--- src/rtl/cpol_pkg.sv ---
package cpol_pkg;

  typedef enum logic [1:0] {
    ROUTE_PLAIN = 2'b00,
    ROUTE_AUTH  = 2'b01,
    ROUTE_SEAL  = 2'b10,
    ROUTE_BLOCK = 2'b11
  } route_t;

  // bit positions inside the first record word (decoded downstream)
  localparam int unsigned B_INTEG  = 0;
  localparam int unsigned B_CONF   = 1;
  localparam int unsigned B_ERRM   = 2;
  localparam int unsigned B_FMT_LO = 3;
  localparam int unsigned B_ACC_LO = 5;
  localparam int unsigned B_USED   = 7;

endpackage

--- src/rtl/cpol_addr_seq.sv ---
module cpol_addr_seq #(
  parameter int unsigned AW = 10,
  parameter int unsigned NW = 6
) (
  input  logic          clk,
  input  logic          rst,
  input  logic          go_i,
  input  logic [AW-1:0] base_i,
  output logic          rd_en_o,
  output logic [AW-1:0] rd_addr_o
);
  localparam int unsigned CW = $clog2(NW);

  logic [CW-1:0] cnt_q;

  always_ff @(posedge clk) begin
    if (rst) begin
      rd_en_o   <= 1'b0;
      rd_addr_o <= '0;
      cnt_q     <= '0;
    end else if (go_i) begin
      rd_en_o   <= 1'b1;
      rd_addr_o <= base_i;
      cnt_q     <= '0;
    end else if (rd_en_o) begin
      if (cnt_q == CW'(NW - 1)) begin
        rd_en_o <= 1'b0;
      end else begin
        rd_addr_o <= rd_addr_o + AW'(1);
        cnt_q     <= cnt_q + CW'(1);
      end
    end
  end


  addr_step_chk: assert property (@(posedge clk) disable iff (rst)
    (rd_en_o && $past(rd_en_o)) |-> (rd_addr_o == $past(rd_addr_o) + AW'(1)));

endmodule

--- src/rtl/cpol_word_collect.sv ---
module cpol_word_collect #(
  parameter int unsigned DW = 32,
  parameter int unsigned NW = 6
) (
  input  logic                   clk,
  input  logic                   rst,
  input  logic                   rd_en_i,
  input  logic [DW-1:0]          rd_data_i,
  output logic                   take_last_o,
  output logic [1:0]             sh_mode_o,
  output logic                   done_o,
  output logic [NW-1:0][DW-1:0]  rec_o
);
  localparam int unsigned IW = $clog2(NW);

  logic                  rvalid_q;
  logic [IW-1:0]         idx_q;
  logic [NW-2:0][DW-1:0] shadow_q;

  assign take_last_o = rvalid_q && (idx_q == IW'(NW - 1));
  assign sh_mode_o   = shadow_q[0][1:0];

  always_ff @(posedge clk) begin
    if (rst) begin
      rvalid_q <= 1'b0;
      idx_q    <= '0;
    end else begin
      rvalid_q <= rd_en_i;
      if (take_last_o)   idx_q <= '0;
      else if (rvalid_q) idx_q <= idx_q + IW'(1);
    end
  end

  for (genvar k = 0; k < NW - 1; k++) begin : g_shadow
    always_ff @(posedge clk) begin
      if (rst)                                  shadow_q[k] <= '0;
      else if (rvalid_q && idx_q == IW'(k))     shadow_q[k] <= rd_data_i;
    end
  end

  always_ff @(posedge clk) begin
    if (rst) begin
      rec_o  <= '0;
      done_o <= 1'b0;
    end else begin
      done_o <= take_last_o;
      if (take_last_o) rec_o <= {rd_data_i, shadow_q};
    end
  end


  done_pulse_chk: assert property (@(posedge clk) disable iff (rst)
    done_o |=> !done_o);

endmodule

--- src/rtl/cpol_route_dec.sv ---
module cpol_route_dec
  import cpol_pkg::*;
(
  input  logic   conf_i,
  input  logic   integ_i,
  output route_t route_o,
  output logic   bad_o
);
  always_comb begin
    bad_o = 1'b0;
    unique case ({conf_i, integ_i})
      2'b11:   route_o = ROUTE_SEAL;
      2'b01:   route_o = ROUTE_AUTH;
      2'b00:   route_o = ROUTE_PLAIN;
      default: begin
        route_o = ROUTE_BLOCK;
        bad_o   = 1'b1;
      end
    endcase
  end
endmodule

--- src/rtl/cpol_seq.sv ---
module cpol_seq
  import cpol_pkg::*;
#(
  parameter int unsigned AW    = 10,
  parameter int unsigned DW    = 32,
  parameter int unsigned KEY_W = 128
) (
  input  logic             clk,
  input  logic             rst,
  input  logic             start_i,
  input  logic [AW-1:0]    base_i,
  output logic             rd_en_o,
  output logic [AW-1:0]    rd_addr_o,
  input  logic [DW-1:0]    rd_data_i,
  output logic             busy_o,
  output logic             valid_o,
  output logic [1:0]       access_o,
  output logic [1:0]       format_o,
  output logic             errmode_o,
  output logic             conf_o,
  output logic             integ_o,
  output logic [KEY_W-1:0] key_o,
  output logic [DW-1:0]    tag_addr_o,
  output logic [1:0]       route_o,
  output logic             bad_policy_o
);
  localparam int unsigned KW = KEY_W / DW;
  localparam int unsigned NW = KW + 2;

  logic                  busy_q;
  logic                  go;
  logic                  take_last;
  logic [1:0]            sh_mode;
  logic [NW-1:0][DW-1:0] rec;
  route_t                dec_route;
  logic                  dec_bad;
  route_t                route_q;
  logic                  bad_q;
  logic                  unused_pad;

  assign go = start_i && !busy_q;

  always_ff @(posedge clk) begin
    if (rst)            busy_q <= 1'b0;
    else if (go)        busy_q <= 1'b1;
    else if (take_last) busy_q <= 1'b0;
  end

  cpol_addr_seq #(.AW(AW), .NW(NW)) u_addr (
    .clk(clk), .rst(rst), .go_i(go), .base_i(base_i),
    .rd_en_o(rd_en_o), .rd_addr_o(rd_addr_o)
  );

  cpol_word_collect #(.DW(DW), .NW(NW)) u_coll (
    .clk(clk), .rst(rst), .rd_en_i(rd_en_o), .rd_data_i(rd_data_i),
    .take_last_o(take_last), .sh_mode_o(sh_mode),
    .done_o(valid_o), .rec_o(rec)
  );

  cpol_route_dec u_dec (
    .conf_i(sh_mode[B_CONF]), .integ_i(sh_mode[B_INTEG]),
    .route_o(dec_route), .bad_o(dec_bad)
  );

  always_ff @(posedge clk) begin
    if (rst) begin
      route_q <= ROUTE_PLAIN;
      bad_q   <= 1'b0;
    end else if (take_last) begin
      route_q <= dec_route;
      bad_q   <= dec_bad;
    end
  end

  assign busy_o       = busy_q;
  assign route_o      = route_q;
  assign bad_policy_o = bad_q;
  assign integ_o      = rec[0][B_INTEG];
  assign conf_o       = rec[0][B_CONF];
  assign errmode_o    = rec[0][B_ERRM];
  assign format_o     = rec[0][B_FMT_LO +: 2];
  assign access_o     = rec[0][B_ACC_LO +: 2];
  assign unused_pad   = ^rec[0][DW-1:B_USED];
  assign tag_addr_o   = rec[NW-1];

  for (genvar k = 0; k < KW; k++) begin : g_key
    assign key_o[KEY_W-1-k*DW -: DW] = rec[1+k];
  end


  start_gate_chk: assert property (@(posedge clk) disable iff (rst)
    $rose(rd_en_o) |-> $past(start_i && !busy_q));


  bad_mode_chk: assert property (@(posedge clk) disable iff (rst)
    (valid_o && conf_o && !integ_o) |-> (route_o == 2'b11 && bad_policy_o));


  hold_chk: assert property (@(posedge clk) disable iff (rst)
    !valid_o |-> ($stable(key_o) && $stable(tag_addr_o) && $stable(route_o)));


  busy_valid_chk: assert property (@(posedge clk) disable iff (rst)
    valid_o |-> !busy_o);

endmodule

--- config.mk ---
export PLATFORM = sky130hd
export DESIGN_NAME = cpol_seq
export DESIGN_NICKNAME = d
export VERILOG_FILES = /design/src/rtl/cpol_pkg.sv /design/src/rtl/cpol_addr_seq.sv /design/src/rtl/cpol_word_collect.sv /design/src/rtl/cpol_route_dec.sv /design/src/rtl/cpol_seq.sv
export SDC_FILE = /design/constraint.sdc
export NUM_CORES = 1
export LEC_CHECK = 0
export ABC_AREA = 1
export CAP_MARGIN = 25
export CORE_UTILIZATION = 35
export CTS_BUF_LIST = sky130_fd_sc_hd__clkbuf_16
export DETAILED_ROUTE_END_ITERATION = 10
export HOLD_SLACK_MARGIN = 0.03
export PLACE_DENSITY = 0.62
export SETUP_SLACK_MARGIN = 0.15
export SLEW_MARGIN = 30
export SYNTH_ARGS = -nofsm -noshare
export SYNTH_HDL_FRONTEND = slang
export SYNTH_SLANG_ARGS = --single-unit
--- constraint.sdc ---
create_clock -name clk -period 3.45 [get_ports clk]
set_clock_uncertainty 0.1 [all_clocks]
set_input_delay 0.69 -clock clk [delete_from_list [all_inputs] [get_ports clk]]
set_output_delay 0.69 -clock clk [all_outputs]
set_load 0.01 [all_outputs]
# Yosys cells after proc, flatten, opt, wreduce, memory -nomap -nowiden
# Index checks and enable logic that the tools add are counted.
# op_classes
bitwise_logic	1
addsub	3
muxes	10
n_eq_ne	9
n_reduce_logical	17
# op_table
operator	n
$mux 10	3
$add 10x1->10 const B	1
$eq 3x3->1 const B	3
$logic_and 1x1->1	7
$add 3x1->3 const B	2
$eq 3x2->1 const B	2
$mux 1	6
$pmux 2 s3	1
$reduce_and 2->1	2
$reduce_bool 2->1	2
$reduce_or 2->1	2
$eq 3x1->1 const B	1
$logic_not 3->1	1
$reduce_or 3->1	1
$eq 2x1->1 const B	1
$eq 2x2->1 const B	1
$logic_not 2->1	1
$ne 2x2->1 const B	1
$logic_not 1->1	1
$not 1->1	1
# totals
regBits	325
elab_cells	60
inputBits	45

# Depth between registers and ports, before layout
# logic_depth
depth_word	4
ltp_mapped	9
ltp_nobuf	9

# By module
# Synthesis repeated with hierarchy kept, for this count alone.
# hier_totals
cells_unflattened	1958
hier_area_um2	14169.8
# by_module_without_submodules
mod	cells_each	instances	seq_area_each_um2	area_each_um2
cpol_word_collect	1814	1	7146.9	13138.9
cpol_addr_seq	117	1	280.3	835.8
cpol_seq	20	1	80.1	151.4
cpol_route_dec	7	1	0.0	43.8

# Least setup slack after synthesis
# Ideal clock, no wire load.
# synth_timing
path_kind	input -> register
start	input port rst
end	register u_coll.rec_o[128] (netlist name)
stages	6
arrival_time_ns	1.588
setup_ns	0.117
path_slack_ns	1.645
n_path_buf	3
path_cell_list	buf_2 clkinv_1 buf_2 buf_1 nand3_1 o21ai_1
# synth_rtl
element	line_no	text
start: declaration	cpol_seq.sv:9	input logic rst,
end signal: assignment	cpol_word_collect.sv:47	if (take_last_o) rec_o <= {rd_data_i, shadow_q};
end: declaration	cpol_word_collect.sv:12	output logic [NW-1:0][DW-1:0] rec_o

# Worst setup path in the final report
# layout_timing
start	register u_coll.idx_q[2]
end	register u_coll.shadow_q[110] (netlist name)
# layout_between
elab_chain_len	2
# layout_rtl
element	line_no	text
start: declaration	cpol_word_collect.sv:17	logic [IW-1:0] idx_q;
start signal: assignment	cpol_word_collect.sv:30	else if (rvalid_q) idx_q <= idx_q + IW'(1);
$eq 3x2->1	cpol_word_collect.sv:37	else if (rvalid_q && idx_q == IW'(k)) shadow_q[k] <= rd_data_i;
$logic_and 1x1->1	cpol_word_collect.sv:37	
end signal: indexed assignment	cpol_word_collect.sv:37	
end: declaration	cpol_word_collect.sv:18	logic [NW-2:0][DW-1:0] shadow_q;
# No other way between the ends.
# A chain may end at the register's enable or synchronous reset.

==> results_tabular.tex <==
\begin{tabular}{lr}
\hline
Metric & Value \\
\hline
\multicolumn{2}{l}{\textbf{Outcome}} \\
\quad Status & completed \\
\multicolumn{2}{l}{\textbf{Yosys}} \\
\quad Number of warnings printed during yosys synthesis & 0 \\
\quad Post-Synth Simple-Gate Area & 0.131 \\
\quad Post-Syn Instances & 1344 \\
\quad Number of nets produced by synthesis & 1399 \\
\quad Cell area after synthesis & 11400 µm² \\
\quad Xor/xnor cell area share of the yosys netlist & 0.00154 \\
\quad Count of state elements after synthesis & 325 \\
\quad Combinational family with the most area after synthesis & compound AO/OA/AOI/OAI gates \\
\quad Mux share of post-synthesis cell area & 0 \\
\quad Share of the yosys chip area belonging to registers & 0.573 \\
\quad Complex-gate fraction of the synthesized area & 0.190 \\
\quad Average cell area after synthesis & 8.45 µm² \\
\quad Distinct cell type count of the synthesized netlist & 30 \\
\quad Adder and majority gate portion of the synthesized area & 0.0110 \\
\multicolumn{2}{l}{\textbf{STA}} \\
\quad Setup repair after global routing missed its margin & no \\
\quad Highest clock rate & 395 MHz \\
\quad Count of endpoints failing hold in the final timing report & 0 \\
\quad Post-route setup TNS & 0 ns \\
\quad Final max-slew violation count & 0 \\
\quad Final setup violation count & 0 \\
\quad Least-Margin Pin Slew & 0.761 ns \\
\quad Final worst slack & 0.918 ns \\
\quad Period Utilization, post-route & 0.734 \\
\quad Final critical-path required period & 2.53 ns \\
\quad Worst slew margin & 0.489 \\
\multicolumn{2}{l}{\textbf{Worst hold path}} \\
\quad Hold path cells & 2 \\
\quad Endpoint with the worst hold slack & u\_coll.rec\_o[107] \\
\quad Hold path start & u\_coll.shadow\_q[107] \\
\quad Worst hold-check path type & reg2reg \\
\multicolumn{2}{l}{\textbf{Global route}} \\
\quad Total routing usage reported by global routing & 0.188 \\
\quad Pin count of the biggest net entering global routing & 96 \\
\quad Initial antenna violation count & 1 \\
\quad Remaining Overflow, GRT & 0 \\
\quad Vias in the first global route & 8824 \\
\quad Wire length of the first global-routing pass & 49700 µm \\
\multicolumn{2}{l}{\textbf{Power}} \\
\quad Share of power burned in the clock network & 0.460 \\
\quad Psw & 1.72 mW \\
\quad Switching share of total power & 0.224 \\
\quad Internal Pwr Total & 5.94 mW \\
\quad Fraction of power consumed by sequential logic & 0.497 \\
\quad Maximum vdd ir drop & 0.249 mV \\
\quad Share of total power in combinational logic & 0.043 \\
\quad Leakage Power & 5.56 nW \\
\quad Power density relative to cell area & 510 nW/µm² \\
\multicolumn{2}{l}{\textbf{Setup path}} \\
\quad CP top delay family & buffers and inverters \\
\quad Reg-to-Reg Start & u\_coll.idx\_q[2] \\
\quad Critical-path maximum fanout & 35 \\
\quad Endpoint arrival time on the critical path & 2.83 ns \\
\quad Crit. End Element & flop \\
\quad Slack of the worst reg-to-reg path & 0.92 ns \\
\quad Slowest stage delay, CP & 0.62 ns \\
\quad Type of the setup path with the least slack & reg2reg \\
\quad CP cell instances & inv\_1 > ha\_1 > nand2\_1 > clkinv\_1 > buf\_4 > o21ai\_0 > a21oi\_1 \\
\quad Crit path buf inv count & 3 \\
\quad Worst Path Required & 3.75 ns \\
\quad Cells on worst reg2reg path & 7 \\
\quad Type of element launching the critical path & flop \\
\quad Critical-path cell with the highest stage delay & sky130\_fd\_sc\_hd\_\_clkinv\_1 \\
\quad RR Endpoint & u\_coll.shadow\_q[110] \\
\multicolumn{2}{l}{\textbf{Drt}} \\
\quad Post-detailed-route via-to-cell ratio & 4.88 \\
\quad Vias post-DR & 9556 \\
\quad Antenna Violating Nets Remaining & 0 \\
\quad Total wire length & 31700 µm \\
\quad Number of detailed-route iterations in the first pass & 5 \\
\quad Number of DRC markers in iteration 0 & 568 \\
\quad Residual DRC count & 0 \\
\quad Wire length per cell & 16.2 µm \\
\multicolumn{2}{l}{\textbf{Placed design}} \\
\quad HPWL reported at the end of detailed placement & 20700 µm \\
\quad Port bufs & 227 \\
\quad Inst Count DP & 1892 \\
\quad Pre-CTS WS & 0.847 ns \\
\quad Final estimated routing congestion in global placement & 0.795 \\
\multicolumn{2}{l}{\textbf{Clock network}} \\
\quad Total CTS buffers & 37 \\
\quad Clock slew seen by the registers of the worst setup and hold paths & 0.06 ns \\
\quad Clock root buffer master & sky130\_fd\_sc\_hd\_\_clkbuf\_16 \\
\quad Depth of the CTS H-tree & 2 \\
\quad Post-CTS Resized & 0 \\
\quad Buffer levels on the longest clock path & 3 \\
\quad Post-CTS setup-driven buffer insertion count & 0 \\
\quad Clock insertion delay at the later pin of the skew report & 0.51 ns \\
\quad Number of hold buffers added after cts & 0 \\
\quad CTS sink count & 325 \\
\quad TritonCTS clock tree & built \\
\multicolumn{2}{l}{\textbf{Floorplanning}} \\
\quad Die area & 33200 µm² \\
\quad Number of top-level pins & 228 \\
\quad Number of cell rows & 65 \\
\quad Vertical extent of the die & 182 µm \\
\quad Core area & 31700 µm² \\
\quad Horizontal die dimension & 182 µm \\
\quad Initial core utilization & 0.358 \\
\multicolumn{2}{l}{\textbf{Finish}} \\
\quad Share of post-route cells with drive strength above 1 & 0.0495 \\
\quad Nets & 1584 \\
\quad Non-filler cells in the finished layout & 1960 \\
\quad Synth-to-Final Area Change & 32.4\% \\
\multicolumn{2}{l}{\textbf{Job}} \\
\quad Maximum Capacitance Violations & 0 \\
\hline
\end{tabular}
## logic make-up after synthesis
group                    Yosys count
XOR/XNOR                           2
flip-flops                       325
AO/OA/AOI/OAI                    426
AND/OR/NAND/NOR                  324
adder cells (fa/ha/maj)           10
buffers and inverters            257
## registers in the layout (all words and copies together) (netlist names)
register and cells:
u_coll.rec_o 167, u_coll.shadow_q 133, u_addr.rd_addr_o 10, u_addr.cnt_q 3
u_coll.idx_q 3, route_o 2, u_coll.sh_mode_o 2, bad_policy_o 1
busy_o 1, u_addr.rd_en_o 1, u_coll.done_o 1, u_coll.rvalid_q 1
## worst reg2reg max path: stages (launching register included)
cell and delay (ns):
sky130_fd_sc_hd__dfxtp_1 0.44, sky130_fd_sc_hd__inv_1 0.15, sky130_fd_sc_hd__ha_1 0.22, sky130_fd_sc_hd__nand2_1 0.12, sky130_fd_sc_hd__clkinv_1 0.62, sky130_fd_sc_hd__buf_4 0.51, sky130_fd_sc_hd__o21ai_0 0.21, sky130_fd_sc_hd__a21oi_1 0.06
## per-stage QoR
| stage | cell area, µm² | total power, mW | utilization | hold WS [ns] |
|---|---|---|---|---|
| after global routing | 15000 | 7.96 | 0.474 | 0.359 |
| after global placement | 13900 | 4.21 | 0.439 | 0.328 |
| final | 15000 | 7.66 | 0.474 | 0.343 |
| after CTS | 15000 | 7.75 | 0.474 | 0.345 |
| after detailed placement | 13900 | 4.22 | 0.439 | 0.326 |
| after floorplan | 11400 | 4.05 | - | 0.314 |
## Yosys cell counts (all sizes together)
master  instances  area, µm²
o21ai         276       1380
xor2            1       8.76
o22ai           1       6.26
inv           156        586
a31oi           1       6.26
nand4           3       18.8
a21oi         144        732
clkinv          2       7.51
o211ai          2       15.0
dfxtp         325       6510
nand2         118        443
nor3            4       20.0
or2             2       12.5
nand3         186        936
ha             10        125
a211oi          2       15.0
nor4            1       6.26
nor2           10       56.3
buf            44        257
xnor2           1       8.76
clkbuf         55        206
## power groups by stage
| stage | Clock, mW | Combinational (mW) | Sequential, mW |
|---|---|---|---|
| global placement | 0 | 0.326 | 3.89 |
| floorplan | 0 | 0.159 | 3.89 |
| CTS | 3.62 | 0.331 | 3.81 |
| detailed placement | 0 | 0.330 | 3.89 |
| finish | 3.52 | 0.331 | 3.81 |
| global route | 3.79 | 0.364 | 3.81 |
## how the worst max path moves through the flow
| stage | start | end | cells after the start | slack [ns] |
|---|---|---|---|---|
| floorplan | rst | u_coll.rec_o[128] | 6 | 1.65 |
| global placement | rst | u_coll.sh_mode_o[0] | 5 | 0.92 |
| detailed placement | rst | u_coll.shadow_q[107] | 5 | 0.85 |
| CTS | u_coll.idx_q[2] | u_coll.shadow_q[122] | 7 | 0.93 |
| global route | u_coll.idx_q[2] | u_coll.shadow_q[120] | 7 | 0.71 |
| finish | u_coll.idx_q[2] | u_coll.shadow_q[110] | 7 | 0.92 |
## layout make-up
class / instances / area [µm²]
Clock inverter: 27 / 123
Multi-Input combinational cell: 762 / 3810
Inverter: 158 / 603
Fill cell: 3110 / 16700
Tap cell: 402 / 503
Timing Repair Buffer: 245 / 2510
Clock buffer: 39 / 976
Antenna cell: 2 / 5.00
Sequential cell: 325 / 6510
## cell usage in the layout (no fill, tap or decap), types with 4 or more instances in the layout
cell type | netlist | final
sky130_fd_sc_hd__clkinv_1 | 2 | 7
sky130_fd_sc_hd__ha_1 | 10 | 10
sky130_fd_sc_hd__o21ai_1 | 50 | 50
sky130_fd_sc_hd__clkbuf_16 | 0 | 39
sky130_fd_sc_hd__nor2_1 | 8 | 8
sky130_fd_sc_hd__o21ai_0 | 226 | 226
sky130_fd_sc_hd__buf_12 | 0 | 8
sky130_fd_sc_hd__clkinv_2 | 0 | 4
sky130_fd_sc_hd__a21oi_1 | 143 | 143
sky130_fd_sc_hd__clkdlybuf4s50_1 | 0 | 227
sky130_fd_sc_hd__nand3_1 | 185 | 182
sky130_fd_sc_hd__dfxtp_1 | 325 | 325
sky130_fd_sc_hd__nand2_1 | 118 | 118
sky130_fd_sc_hd__buf_4 | 2 | 10
sky130_fd_sc_hd__nor3_1 | 4 | 4
sky130_fd_sc_hd__inv_1 | 154 | 167
## per-layer routing
layer | GRT usage | routed length [µm]
met5 | 0 | 0
met4 | 0.0481 | 512
met3 | 0.0451 | 1940
met2 | 0.271 | 13500
met1 | 0.278 | 15700
Note: power is estimated with default switching activity, not from simulation.
